==> src/rtl/xipr_pkg.sv <==
package xipr_pkg;

  localparam int XIPR_ADDR_W = 24;
  localparam int XIPR_LEN_W  = 8;
  localparam int XIPR_WORD_W = 32;

  localparam logic [1:0] BURST_FIXED = 2'd0;
  localparam logic [1:0] BURST_INCR  = 2'd1;
  localparam logic [1:0] BURST_WRAP  = 2'd2;
  localparam logic [1:0] BURST_RSVD  = 2'd3;

  localparam logic [1:0] RESP_OKAY   = 2'b00;
  localparam logic [1:0] RESP_SLVERR = 2'b10;

  typedef enum logic [1:0] {
    LANE_X1 = 2'd0,
    LANE_X2 = 2'd1,
    LANE_X4 = 2'd2
  } xipr_lane_e;

  // mode 3 is folded onto the single-lane case
  function automatic xipr_lane_e lane_of(input logic [1:0] m);
    case (m)
      2'd1:    return LANE_X2;
      2'd2:    return LANE_X4;
      default: return LANE_X1;
    endcase
  endfunction

  function automatic logic [7:0] read_opcode(input logic [1:0] m);
    case (lane_of(m))
      LANE_X2: return 8'h3B;
      LANE_X4: return 8'h6B;
      default: return 8'h03;
    endcase
  endfunction

  // captures per byte, minus one
  function automatic logic [2:0] caps_per_byte_m1(input logic [1:0] m);
    case (lane_of(m))
      LANE_X2: return 3'd3;
      LANE_X4: return 3'd1;
      default: return 3'd7;
    endcase
  endfunction

  function automatic logic [7:0] shift_lanes(input logic [7:0] b, input logic [3:0] io,
                                             input logic [1:0] m);
    case (lane_of(m))
      LANE_X2: return {b[5:0], io[1:0]};
      LANE_X4: return {b[3:0], io[3:0]};
      default: return {b[6:0], io[1]};
    endcase
  endfunction

  function automatic logic wrap_len_ok(input logic [XIPR_LEN_W-1:0] len);
    return (len == 8'd1) || (len == 8'd3) || (len == 8'd7) || (len == 8'd15);
  endfunction

  function automatic logic burst_rejected(input logic [1:0] burst,
                                          input logic [XIPR_LEN_W-1:0] len);
    return (burst == BURST_FIXED) || (burst == BURST_RSVD) ||
           ((burst == BURST_WRAP) && !wrap_len_ok(len));
  endfunction

  function automatic logic [XIPR_ADDR_W-1:0] fetch_base(input logic [XIPR_ADDR_W-1:0] a,
                                                        input logic [1:0] burst,
                                                        input logic [XIPR_LEN_W-1:0] len);
    logic [XIPR_ADDR_W-1:0] span_mask;
    span_mask = XIPR_ADDR_W'({len, 2'b11});
    if (burst == BURST_WRAP) return a & ~span_mask;
    return {a[XIPR_ADDR_W-1:2], 2'b00};
  endfunction

  function automatic logic [XIPR_LEN_W-1:0] wrap_start(input logic [XIPR_ADDR_W-1:0] a,
                                                      input logic [XIPR_LEN_W-1:0] len);
    return a[XIPR_LEN_W+1:2] & len;
  endfunction

endpackage

==> src/rtl/xipr_word_buf.sv <==
module xipr_word_buf #(
  parameter int DEPTH = 64,
  parameter int WIDTH = 32,
  localparam int PTR_W = $clog2(DEPTH)
) (
  input  logic             clk,
  input  logic             wr_en,
  input  logic [PTR_W-1:0] wr_addr,
  input  logic [WIDTH-1:0] wr_data,
  input  logic [PTR_W-1:0] rd_addr,
  output logic [WIDTH-1:0] rd_data
);

  logic [WIDTH-1:0] mem_q [DEPTH];

  always_ff @(posedge clk) begin
    if (wr_en) mem_q[wr_addr] <= wr_data;
  end

  assign rd_data = mem_q[rd_addr];

endmodule

==> src/rtl/xipr_spi_engine.sv <==
module xipr_spi_engine
  import xipr_pkg::*;
(
  input  logic                   clk,
  input  logic                   rst_n,
  input  logic                   start,
  input  logic [XIPR_ADDR_W-1:0] start_addr,
  input  logic [XIPR_LEN_W:0]    words,
  input  logic [1:0]             lane_mode,
  input  logic                   room,
  output logic                   busy,
  output logic                   word_valid,
  output logic [XIPR_WORD_W-1:0] word_data,
  output logic                   spi_sck,
  output logic                   spi_cs_n,
  output logic [3:0]             spi_io_o,
  output logic [3:0]             spi_io_oe,
  input  logic [3:0]             spi_io_i
);

  typedef enum logic [1:0] {E_IDLE, E_CMD, E_DATA} eng_st_e;

  eng_st_e                st_q;
  logic                   sck_q, cs_n_q, fin_q;
  logic [31:0]            sh_q;
  logic [5:0]             bitcnt_q;
  logic [1:0]             mode_q;
  logic [7:0]             byte_q;
  logic [2:0]             cap_cnt_q;
  logic [1:0]             byte_idx_q;
  logic [31:0]            acc_q;
  logic [XIPR_LEN_W:0]    left_q;

  // named events for the checks below
  logic       cap_ev, byte_ev, word_ev;
  logic [7:0] byte_nxt;

  assign cap_ev   = (st_q == E_DATA) && !sck_q && room;
  assign byte_nxt = shift_lanes(byte_q, spi_io_i, mode_q);
  assign byte_ev  = cap_ev && (cap_cnt_q == caps_per_byte_m1(mode_q));
  assign word_ev  = byte_ev && (byte_idx_q == 2'd3);

  always_ff @(posedge clk) begin
    if (!rst_n) begin
      st_q       <= E_IDLE;
      sck_q      <= 1'b0;
      cs_n_q     <= 1'b1;
      fin_q      <= 1'b0;
      sh_q       <= '0;
      bitcnt_q   <= '0;
      mode_q     <= '0;
      byte_q     <= '0;
      cap_cnt_q  <= '0;
      byte_idx_q <= '0;
      acc_q      <= '0;
      left_q     <= '0;
      word_valid <= 1'b0;
      word_data  <= '0;
    end else begin
      word_valid <= 1'b0;
      case (st_q)
        E_IDLE: begin
          if (start) begin
            cs_n_q     <= 1'b0;
            sck_q      <= 1'b0;
            sh_q       <= {read_opcode(lane_mode), start_addr};
            bitcnt_q   <= 6'd32;
            mode_q     <= lane_mode;
            cap_cnt_q  <= '0;
            byte_idx_q <= '0;
            left_q     <= words;
            fin_q      <= 1'b0;
            st_q       <= E_CMD;
          end
        end
        E_CMD: begin
          if (!sck_q) begin
            sck_q <= 1'b1;
          end else begin
            sck_q    <= 1'b0;
            sh_q     <= {sh_q[30:0], 1'b0};
            bitcnt_q <= bitcnt_q - 6'd1;
            if (bitcnt_q == 6'd1) st_q <= E_DATA;
          end
        end
        E_DATA: begin
          if (!sck_q) begin
            if (cap_ev) begin
              sck_q     <= 1'b1;
              byte_q    <= byte_nxt;
              cap_cnt_q <= byte_ev ? 3'd0 : cap_cnt_q + 3'd1;
              if (byte_ev) begin
                byte_idx_q <= byte_idx_q + 2'd1;
                if (word_ev) begin
                  word_valid <= 1'b1;
                  word_data  <= {byte_nxt, acc_q[23:0]};
                  left_q     <= left_q - 1'b1;
                  if (left_q == 9'd1) fin_q <= 1'b1;
                end else begin
                  acc_q[{byte_idx_q, 3'b000} +: 8] <= byte_nxt;
                end
              end
            end
          end else begin
            sck_q <= 1'b0;
            if (fin_q) begin
              cs_n_q <= 1'b1;
              fin_q  <= 1'b0;
              st_q   <= E_IDLE;
            end
          end
        end
        default: st_q <= E_IDLE;
      endcase
    end
  end

  assign busy      = (st_q != E_IDLE);
  assign spi_sck   = sck_q;
  assign spi_cs_n  = cs_n_q;
  assign spi_io_o  = {3'b000, sh_q[31]};
  assign spi_io_oe = (st_q == E_CMD) ? 4'b0001 : 4'b0000;

  assert_sck_half_rate_R4: assert property (@(posedge clk) disable iff (!rst_n)
    (!spi_cs_n && spi_sck) |=> !spi_sck);

  assert_sck_idle_low_R4: assert property (@(posedge clk) disable iff (!rst_n)
    spi_cs_n |-> !spi_sck);

  assert_oe_selected_only_R12: assert property (@(posedge clk) disable iff (!rst_n)
    (spi_io_oe != 4'b0000) |-> (!spi_cs_n && $onehot0(spi_io_oe)));

  assert_mosi_stable_at_rise_R3: assert property (@(posedge clk) disable iff (!rst_n)
    $rose(spi_sck) |-> $stable(spi_io_o));

  assert_capture_in_frame_R7: assert property (@(posedge clk) disable iff (!rst_n)
    cap_ev |-> (!spi_cs_n && (spi_io_oe == 4'b0000)));

endmodule

==> src/rtl/xipr_burst_ctrl.sv <==
module xipr_burst_ctrl
  import xipr_pkg::*;
#(
  parameter int BUF_DEPTH = 64,
  localparam int PTR_W = $clog2(BUF_DEPTH),
  localparam int CNT_W = XIPR_LEN_W + 1
) (
  input  logic                   clk,
  input  logic                   rst_n,
  input  logic                   ar_valid,
  output logic                   ar_ready,
  input  logic [XIPR_ADDR_W-1:0] ar_addr,
  input  logic [XIPR_LEN_W-1:0]  ar_len,
  input  logic [1:0]             ar_burst,
  output logic                   r_valid,
  input  logic                   r_ready,
  output logic [XIPR_WORD_W-1:0] r_data,
  output logic [1:0]             r_resp,
  output logic                   r_last,
  output logic                   eng_start,
  output logic [XIPR_ADDR_W-1:0] eng_addr,
  output logic [CNT_W-1:0]       eng_words,
  input  logic                   eng_busy,
  input  logic                   word_valid,
  output logic [PTR_W-1:0]       buf_wr_addr,
  output logic [PTR_W-1:0]       buf_rd_addr,
  input  logic [XIPR_WORD_W-1:0] buf_rd_data,
  output logic                   room
);

  typedef enum logic [1:0] {C_IDLE, C_RUN, C_ERR} ctrl_st_e;

  ctrl_st_e               st_q;
  logic [XIPR_LEN_W-1:0]  len_q, off_q;
  logic                   wrap_q, start_q;
  logic [XIPR_ADDR_W-1:0] addr_q;
  logic [CNT_W-1:0]       wcnt_q, rcnt_q;

  logic             ar_fire, r_fire, beat_last, avail;
  logic [CNT_W-1:0] fill, total;

  assign ar_fire   = ar_valid && ar_ready;
  assign r_fire    = r_valid && r_ready;
  assign beat_last = (rcnt_q[XIPR_LEN_W-1:0] == len_q);
  assign total     = {1'b0, len_q} + 9'd1;
  assign fill      = wcnt_q - rcnt_q;
  assign room      = fill < CNT_W'(BUF_DEPTH);
  assign avail     = wrap_q ? (wcnt_q == total) : (wcnt_q > rcnt_q);

  always_ff @(posedge clk) begin
    if (!rst_n) begin
      st_q    <= C_IDLE;
      len_q   <= '0;
      off_q   <= '0;
      wrap_q  <= 1'b0;
      start_q <= 1'b0;
      addr_q  <= '0;
      wcnt_q  <= '0;
      rcnt_q  <= '0;
    end else begin
      start_q <= 1'b0;
      if (word_valid) wcnt_q <= wcnt_q + 9'd1;
      case (st_q)
        C_IDLE: begin
          if (ar_fire) begin
            len_q  <= ar_len;
            wrap_q <= (ar_burst == BURST_WRAP);
            off_q  <= wrap_start(ar_addr, ar_len);
            addr_q <= fetch_base(ar_addr, ar_burst, ar_len);
            wcnt_q <= '0;
            rcnt_q <= '0;
            if (burst_rejected(ar_burst, ar_len)) begin
              st_q <= C_ERR;
            end else begin
              st_q    <= C_RUN;
              start_q <= 1'b1;
            end
          end
        end
        default: begin
          if (r_fire) begin
            rcnt_q <= rcnt_q + 9'd1;
            if (beat_last) st_q <= C_IDLE;
          end
        end
      endcase
    end
  end

  assign ar_ready    = (st_q == C_IDLE) && !eng_busy && !start_q;
  assign r_valid     = (st_q == C_ERR) || ((st_q == C_RUN) && avail);
  assign r_data      = (st_q == C_RUN) ? buf_rd_data : '0;
  assign r_resp      = (st_q == C_ERR) ? RESP_SLVERR : RESP_OKAY;
  assign r_last      = (st_q != C_IDLE) && beat_last;
  assign eng_start   = start_q;
  assign eng_addr    = addr_q;
  assign eng_words   = total;
  assign buf_wr_addr = wcnt_q[PTR_W-1:0];
  assign buf_rd_addr = wrap_q ? PTR_W'((off_q + rcnt_q[XIPR_LEN_W-1:0]) & len_q)
                              : rcnt_q[PTR_W-1:0];

  assert_one_burst_R1: assert property (@(posedge clk) disable iff (!rst_n)
    ar_fire |=> !ar_ready);

  assert_no_overflow_R8: assert property (@(posedge clk) disable iff (!rst_n)
    word_valid |-> (fill < CNT_W'(BUF_DEPTH)));

  assert_hold_beat_R9: assert property (@(posedge clk) disable iff (!rst_n)
    (r_valid && !r_ready) |=> (r_valid && $stable(r_data) && $stable(r_resp) && $stable(r_last)));

  assert_last_ends_burst_R10: assert property (@(posedge clk) disable iff (!rst_n)
    (r_fire && r_last) |=> !r_valid);

endmodule

==> src/rtl/xip_flash_reader.sv <==
module xip_flash_reader
  import xipr_pkg::*;
#(
  parameter int BUF_DEPTH = 64
) (
  input  logic        clk,
  input  logic        rst_n,
  input  logic [1:0]  lane_mode,
  input  logic        ar_valid,
  output logic        ar_ready,
  input  logic [23:0] ar_addr,
  input  logic [7:0]  ar_len,
  input  logic [1:0]  ar_burst,
  output logic        r_valid,
  input  logic        r_ready,
  output logic [31:0] r_data,
  output logic [1:0]  r_resp,
  output logic        r_last,
  output logic        spi_sck,
  output logic        spi_cs_n,
  output logic [3:0]  spi_io_o,
  output logic [3:0]  spi_io_oe,
  input  logic [3:0]  spi_io_i
);

  localparam int PTR_W = $clog2(BUF_DEPTH);
  localparam int CNT_W = XIPR_LEN_W + 1;

  logic                   eng_start, eng_busy, word_valid, room;
  logic [XIPR_ADDR_W-1:0] eng_addr;
  logic [CNT_W-1:0]       eng_words;
  logic [XIPR_WORD_W-1:0] word_data, buf_rd_data;
  logic [PTR_W-1:0]       buf_wr_addr, buf_rd_addr;

  xipr_burst_ctrl #(.BUF_DEPTH(BUF_DEPTH)) ctrl_i (
    .clk        (clk),
    .rst_n      (rst_n),
    .ar_valid   (ar_valid),
    .ar_ready   (ar_ready),
    .ar_addr    (ar_addr),
    .ar_len     (ar_len),
    .ar_burst   (ar_burst),
    .r_valid    (r_valid),
    .r_ready    (r_ready),
    .r_data     (r_data),
    .r_resp     (r_resp),
    .r_last     (r_last),
    .eng_start  (eng_start),
    .eng_addr   (eng_addr),
    .eng_words  (eng_words),
    .eng_busy   (eng_busy),
    .word_valid (word_valid),
    .buf_wr_addr(buf_wr_addr),
    .buf_rd_addr(buf_rd_addr),
    .buf_rd_data(buf_rd_data),
    .room       (room)
  );

  xipr_spi_engine eng_i (
    .clk        (clk),
    .rst_n      (rst_n),
    .start      (eng_start),
    .start_addr (eng_addr),
    .words      (eng_words),
    .lane_mode  (lane_mode),
    .room       (room),
    .busy       (eng_busy),
    .word_valid (word_valid),
    .word_data  (word_data),
    .spi_sck    (spi_sck),
    .spi_cs_n   (spi_cs_n),
    .spi_io_o   (spi_io_o),
    .spi_io_oe  (spi_io_oe),
    .spi_io_i   (spi_io_i)
  );

  xipr_word_buf #(.DEPTH(BUF_DEPTH), .WIDTH(XIPR_WORD_W)) buf_i (
    .clk     (clk),
    .wr_en   (word_valid),
    .wr_addr (buf_wr_addr),
    .wr_data (word_data),
    .rd_addr (buf_rd_addr),
    .rd_data (buf_rd_data)
  );

  assert_err_quiet_R2: assert property (@(posedge clk) disable iff (!rst_n)
    (r_valid && (r_resp == RESP_SLVERR)) |-> (spi_cs_n && (r_data == '0)));

  assert_busy_blocks_address_R1: assert property (@(posedge clk) disable iff (!rst_n)
    eng_busy |-> !ar_ready);

endmodule

==> config.mk <==
export PLATFORM = sky130hd
export DESIGN_NAME = xip_flash_reader
export DESIGN_NICKNAME = d
export VERILOG_FILES = /design/src/rtl/xipr_pkg.sv /design/src/rtl/xipr_word_buf.sv /design/src/rtl/xipr_spi_engine.sv /design/src/rtl/xipr_burst_ctrl.sv /design/src/rtl/xip_flash_reader.sv
export SDC_FILE = /design/constraint.sdc
export NUM_CORES = 2
export LEC_CHECK = 0
export CORE_MARGIN = 2
export CORE_UTILIZATION = 65
export DETAILED_ROUTE_END_ITERATION = 10
export PLACE_DENSITY_LB_ADDON = 0.05
export SETUP_SLACK_MARGIN = 0.1
export SLEW_MARGIN = 20
export SYNTH_ARGS = -nofsm -noshare
export SYNTH_HDL_FRONTEND = slang
export SYNTH_HIERARCHICAL = 1
export SYNTH_SLANG_ARGS = --single-unit
export TNS_END_PERCENT = 30
==> constraint.sdc <==
create_clock -name clk -period 10.85 [get_ports clk]
set_input_delay 2.17 -clock clk [delete_from_list [all_inputs] [get_ports clk]]
set_output_delay 2.17 -clock clk [all_outputs]
set_load 0.01 [all_outputs]
==> flow_summary.yaml <==
cts:
  clkSinkCount: 2229
  postCtsHoldBufs: 0
  cts_buffer_depth: 3
  postCtsResizedCells: 0
  root_buffer: "clkbuf_16"
  clk_pin_slew_ns: 0.06
  cts_buffers: 211
  clock_latency_ns: 0.84
  cts_setup_buffers: 0
  cts_tree: "built"
  ctsHtreeMaxLevel: 4
sta:
  post-route-min-period_ns: 8.30
  tightest_slew_ns: 1.24
  setup_tns_ns: 0
  slew_violations: 0
  setup_viol: 0
  slew_headroom_pct: 16.3
  layout_setup_ws_ns: 2.55
  finalHoldViolCount: 0
  fmax_ghz: 0.120
  rsz0062_at_grt: "no"
  finClkSkew_ns: 0.0321
  layout_worst_path_cycle_share_pct: 76.5
placement:
  preCtsSetupSlack_ns: 3.45
  dpl.hpwl_mm: 115
  io_buffers: 81
  gp_congestion: 0.817
yosys:
  yosys-top-cells-count: "edfxtp_1, mux4_2, mux2i_1, nand2_1, nor2_1"
  synth-async-reset-ratio_pct: 0
  synth_warnings: 6
  synth_top_area_share_pct: 70.3
  yosysSeqAreaShare_pct: 74.4
  ys_types: 86
  synth-seq-cells: 2229
  netlist_instances: 4614
  syn_area_per_cell_sq_um: 19.0
  synth.most_common_cell: "edfxtp_1"
  synth_area_leaders: "edfxtp_1, mux4_2, dfxtp_1"
  netlist_area_sq_mm: 0.0875
  synth_top_area_cell: "edfxtp_1"
  synth_edf_count: 2048
  ys.flop_type: "edfxtp_1"
critical_path:
  cpMaxStageDelayCell: "o21ai_0"
  rr_startpoint: "ctrl_i/wcnt_q[0]"
  worstReg2RegEnd: "eng_i/fin_q"
  cp.depth: 13
  crit_buf_inv: 3
  cp.arrival_ns: 6.13
  cp_top_family: "buffers and inverters"
  worstSetupPathType: "reg2out"
  start_kind: "flop"
  ff2ff_path_depth: 15
  crit_required_ns: 8.68
  crit_chain: "ha_1 -> fa_1 -> nand3_1 -> o21ai_4 -> buf_12 -> buf_4 -> mux4_2 -> nor2b_1 -> a211oi_1 -> o21ai_0 -> and3_1 -> and2_1 -> clkdlybuf4s50_1"
  regToRegSetupSlack_ns: 6.29
  crit_path_end_kind: "output port"
  path_max_fanout: 78
  critPathMaxStageDelay_ns: 1.00
power:
  p_seq_share_pct: 52.8
  power_density_mw_per_mm2: 182
  p_sw_share_pct: 21.2
  power.leakage_nw: 30.2
  clkPwrFrac_pct: 40.9
  power_switching_w: 0.00377
  internal_power_w: 0.0140
  power_frac_comb_pct: 6.2
  ir_drop_uv: 186
  fin_total_pwr_w: 0.0178
global_routing:
  track_usage_pct: 31.7
  grt_pass1_vias: 45200
  grt_pass1_wl_mm: 310
  antenna_found_initial: 11
  grt_max_degree: 108
  grt-ovfl-total: 0
floorplanning:
  rows: 134
  core_sq_mm: 0.134
  io_pins: 91
  fp.dieH_um: 371
  initial_utilization_pct: 65.5
  die_w_um: 371
  die-area_sq_mm: 0.138
drt:
  viasPerCell: 6.83
  wl_per_cell_um: 31.9
  route.detailed.drc: 0
  ant_nets: 0
  drt_wl_total_mm: 214
  drt_pre_antenna_iters: 5
  drtIter0Drc: 5847
  vias: 45800
min_path:
  min_path_cells: 2
  min_to: "eng_i/word_data[21]"
  min-delay-start: "eng_i/acc_q[21]"
  hp-class: "reg2reg"
status:
  status: "finished, final reports clean"
run:
  cap_viol_max_count: 0
finish:
  diodes: 0
  finish.utilization_pct: 72.9
  syn_to_final_growth_pct: 11.4
  nets: 4842
  drive_above_1_share_pct: 20.4
## kinds of logic after synthesis
kind of cell,count (synthesis),synth area share [%]
mux,676,14.1
simple gates,716,3.88
fa+ha+maj,36,0.523
buf+inv,327,2.09
other cells,2,0.00858
flops,2229,74.4
xor+xnor,43,0.455
compound gates,585,4.53
## placed cells by master (no fill, tap or decap), drive strengths merged, types with 17 or more instances in the layout
cell	n
edfxtp	2048
mux4	446
clkbuf	276
mux2i	229
nand2	223
nor2	188
dfxtp	181
a22oi	138
buf	138
a21oi	119
nand3	117
clkinv	86
clkdlybuf4s50	80
o21ai	79
a211oi	54
o22ai	45
inv	38
and2	37
ha	35
xor2	27
a31oi	25
nor3	23
nor2b	22
bufinv	19
nand4	19
o211ai	18
o221ai	17
## metrics by stage
stage	cell area [sq um]	hold slack (ns)	std cells
3_5_place_dp	90700	0.438	6317
2_1_floorplan	87600	0.431	4621
4_1_cts	97400	0.444	6704
5_1_grt	97500	0.456	6704
3_3_place_gp	90600	0.432	6315
6_report	97500	0.444	6704
## final cells by class
class,count,area (sq um)
sequential,2229,65200
clock buffer,276,5780
timing repair buffer,218,1970
tap,1768,2210
inverter,37,139
fill,7806,36100
multi-input combinational,2065,21200
clock inverter,111,997
## flip-flops by register name, indices dropped and copies added (netlist names), 2 cells and up
signal,cells
buf_i/mem_q,2048
eng_i/sh_q,32
eng_i/word_data,32
eng_i/acc_q,24
ctrl_i/eng_addr,22
ctrl_i/rcnt_q,9
ctrl_i/wcnt_q,9
eng_i/left_q,9
ctrl_i/len_q,8
eng_i/byte_q,7
ctrl_i/off_q,6
eng_i/bitcnt_q,6
eng_i/cap_cnt_q,3
ctrl_i/st_q,2
eng_i/byte_idx_q,2
eng_i/mode_q,2
eng_i/st_q,2
## power groups by stage
| stage | Combinational, W | Sequential (W) | Clock [W] |
|---|---|---|---|
| floorplan | 0.000911 | 0.00954 | 0 |
| detailed placement | 0.00111 | 0.00957 | 0 |
| global route | 0.00121 | 0.00939 | 0.00761 |
| CTS | 0.00112 | 0.00939 | 0.00728 |
| finish | 0.00111 | 0.00939 | 0.00727 |
| global placement | 0.00110 | 0.00957 | 0 |
## worst min-delay path, cell delays in order (launching register included)
cell     delay (ns)
dfxtp_1        0.31
nand2_1        0.05
a21oi_1        0.05
## layer usage
layer | track usage (%) | routed length, um | up-vias
li1 | - | - | 19100
met1 | 46.1 | 83200 | 23800
met2 | 49.1 | 102000 | 2510
met3 | 6.13 | 21000 | 400
met4 | 11.2 | 7810 | 4
met5 | 0 | 27 | -
## worst max path at each step
stage	start	to	slack, ns
3_3_place_gp	ctrl_i/rcnt_q[0]	r_data[22]	3.53
5_1_grt	ctrl_i/rcnt_q[1]	r_data[24]	2.39
2_1_floorplan	ctrl_i/rcnt_q[1]	r_data[22]	5.61
6_report	ctrl_i/rcnt_q[0]	r_data[19]	2.55
3_5_place_dp	ctrl_i/rcnt_q[0]	r_data[31]	3.45
4_1_cts	ctrl_i/rcnt_q[0]	r_data[22]	2.57
Power figures use the tool's default switching activity.
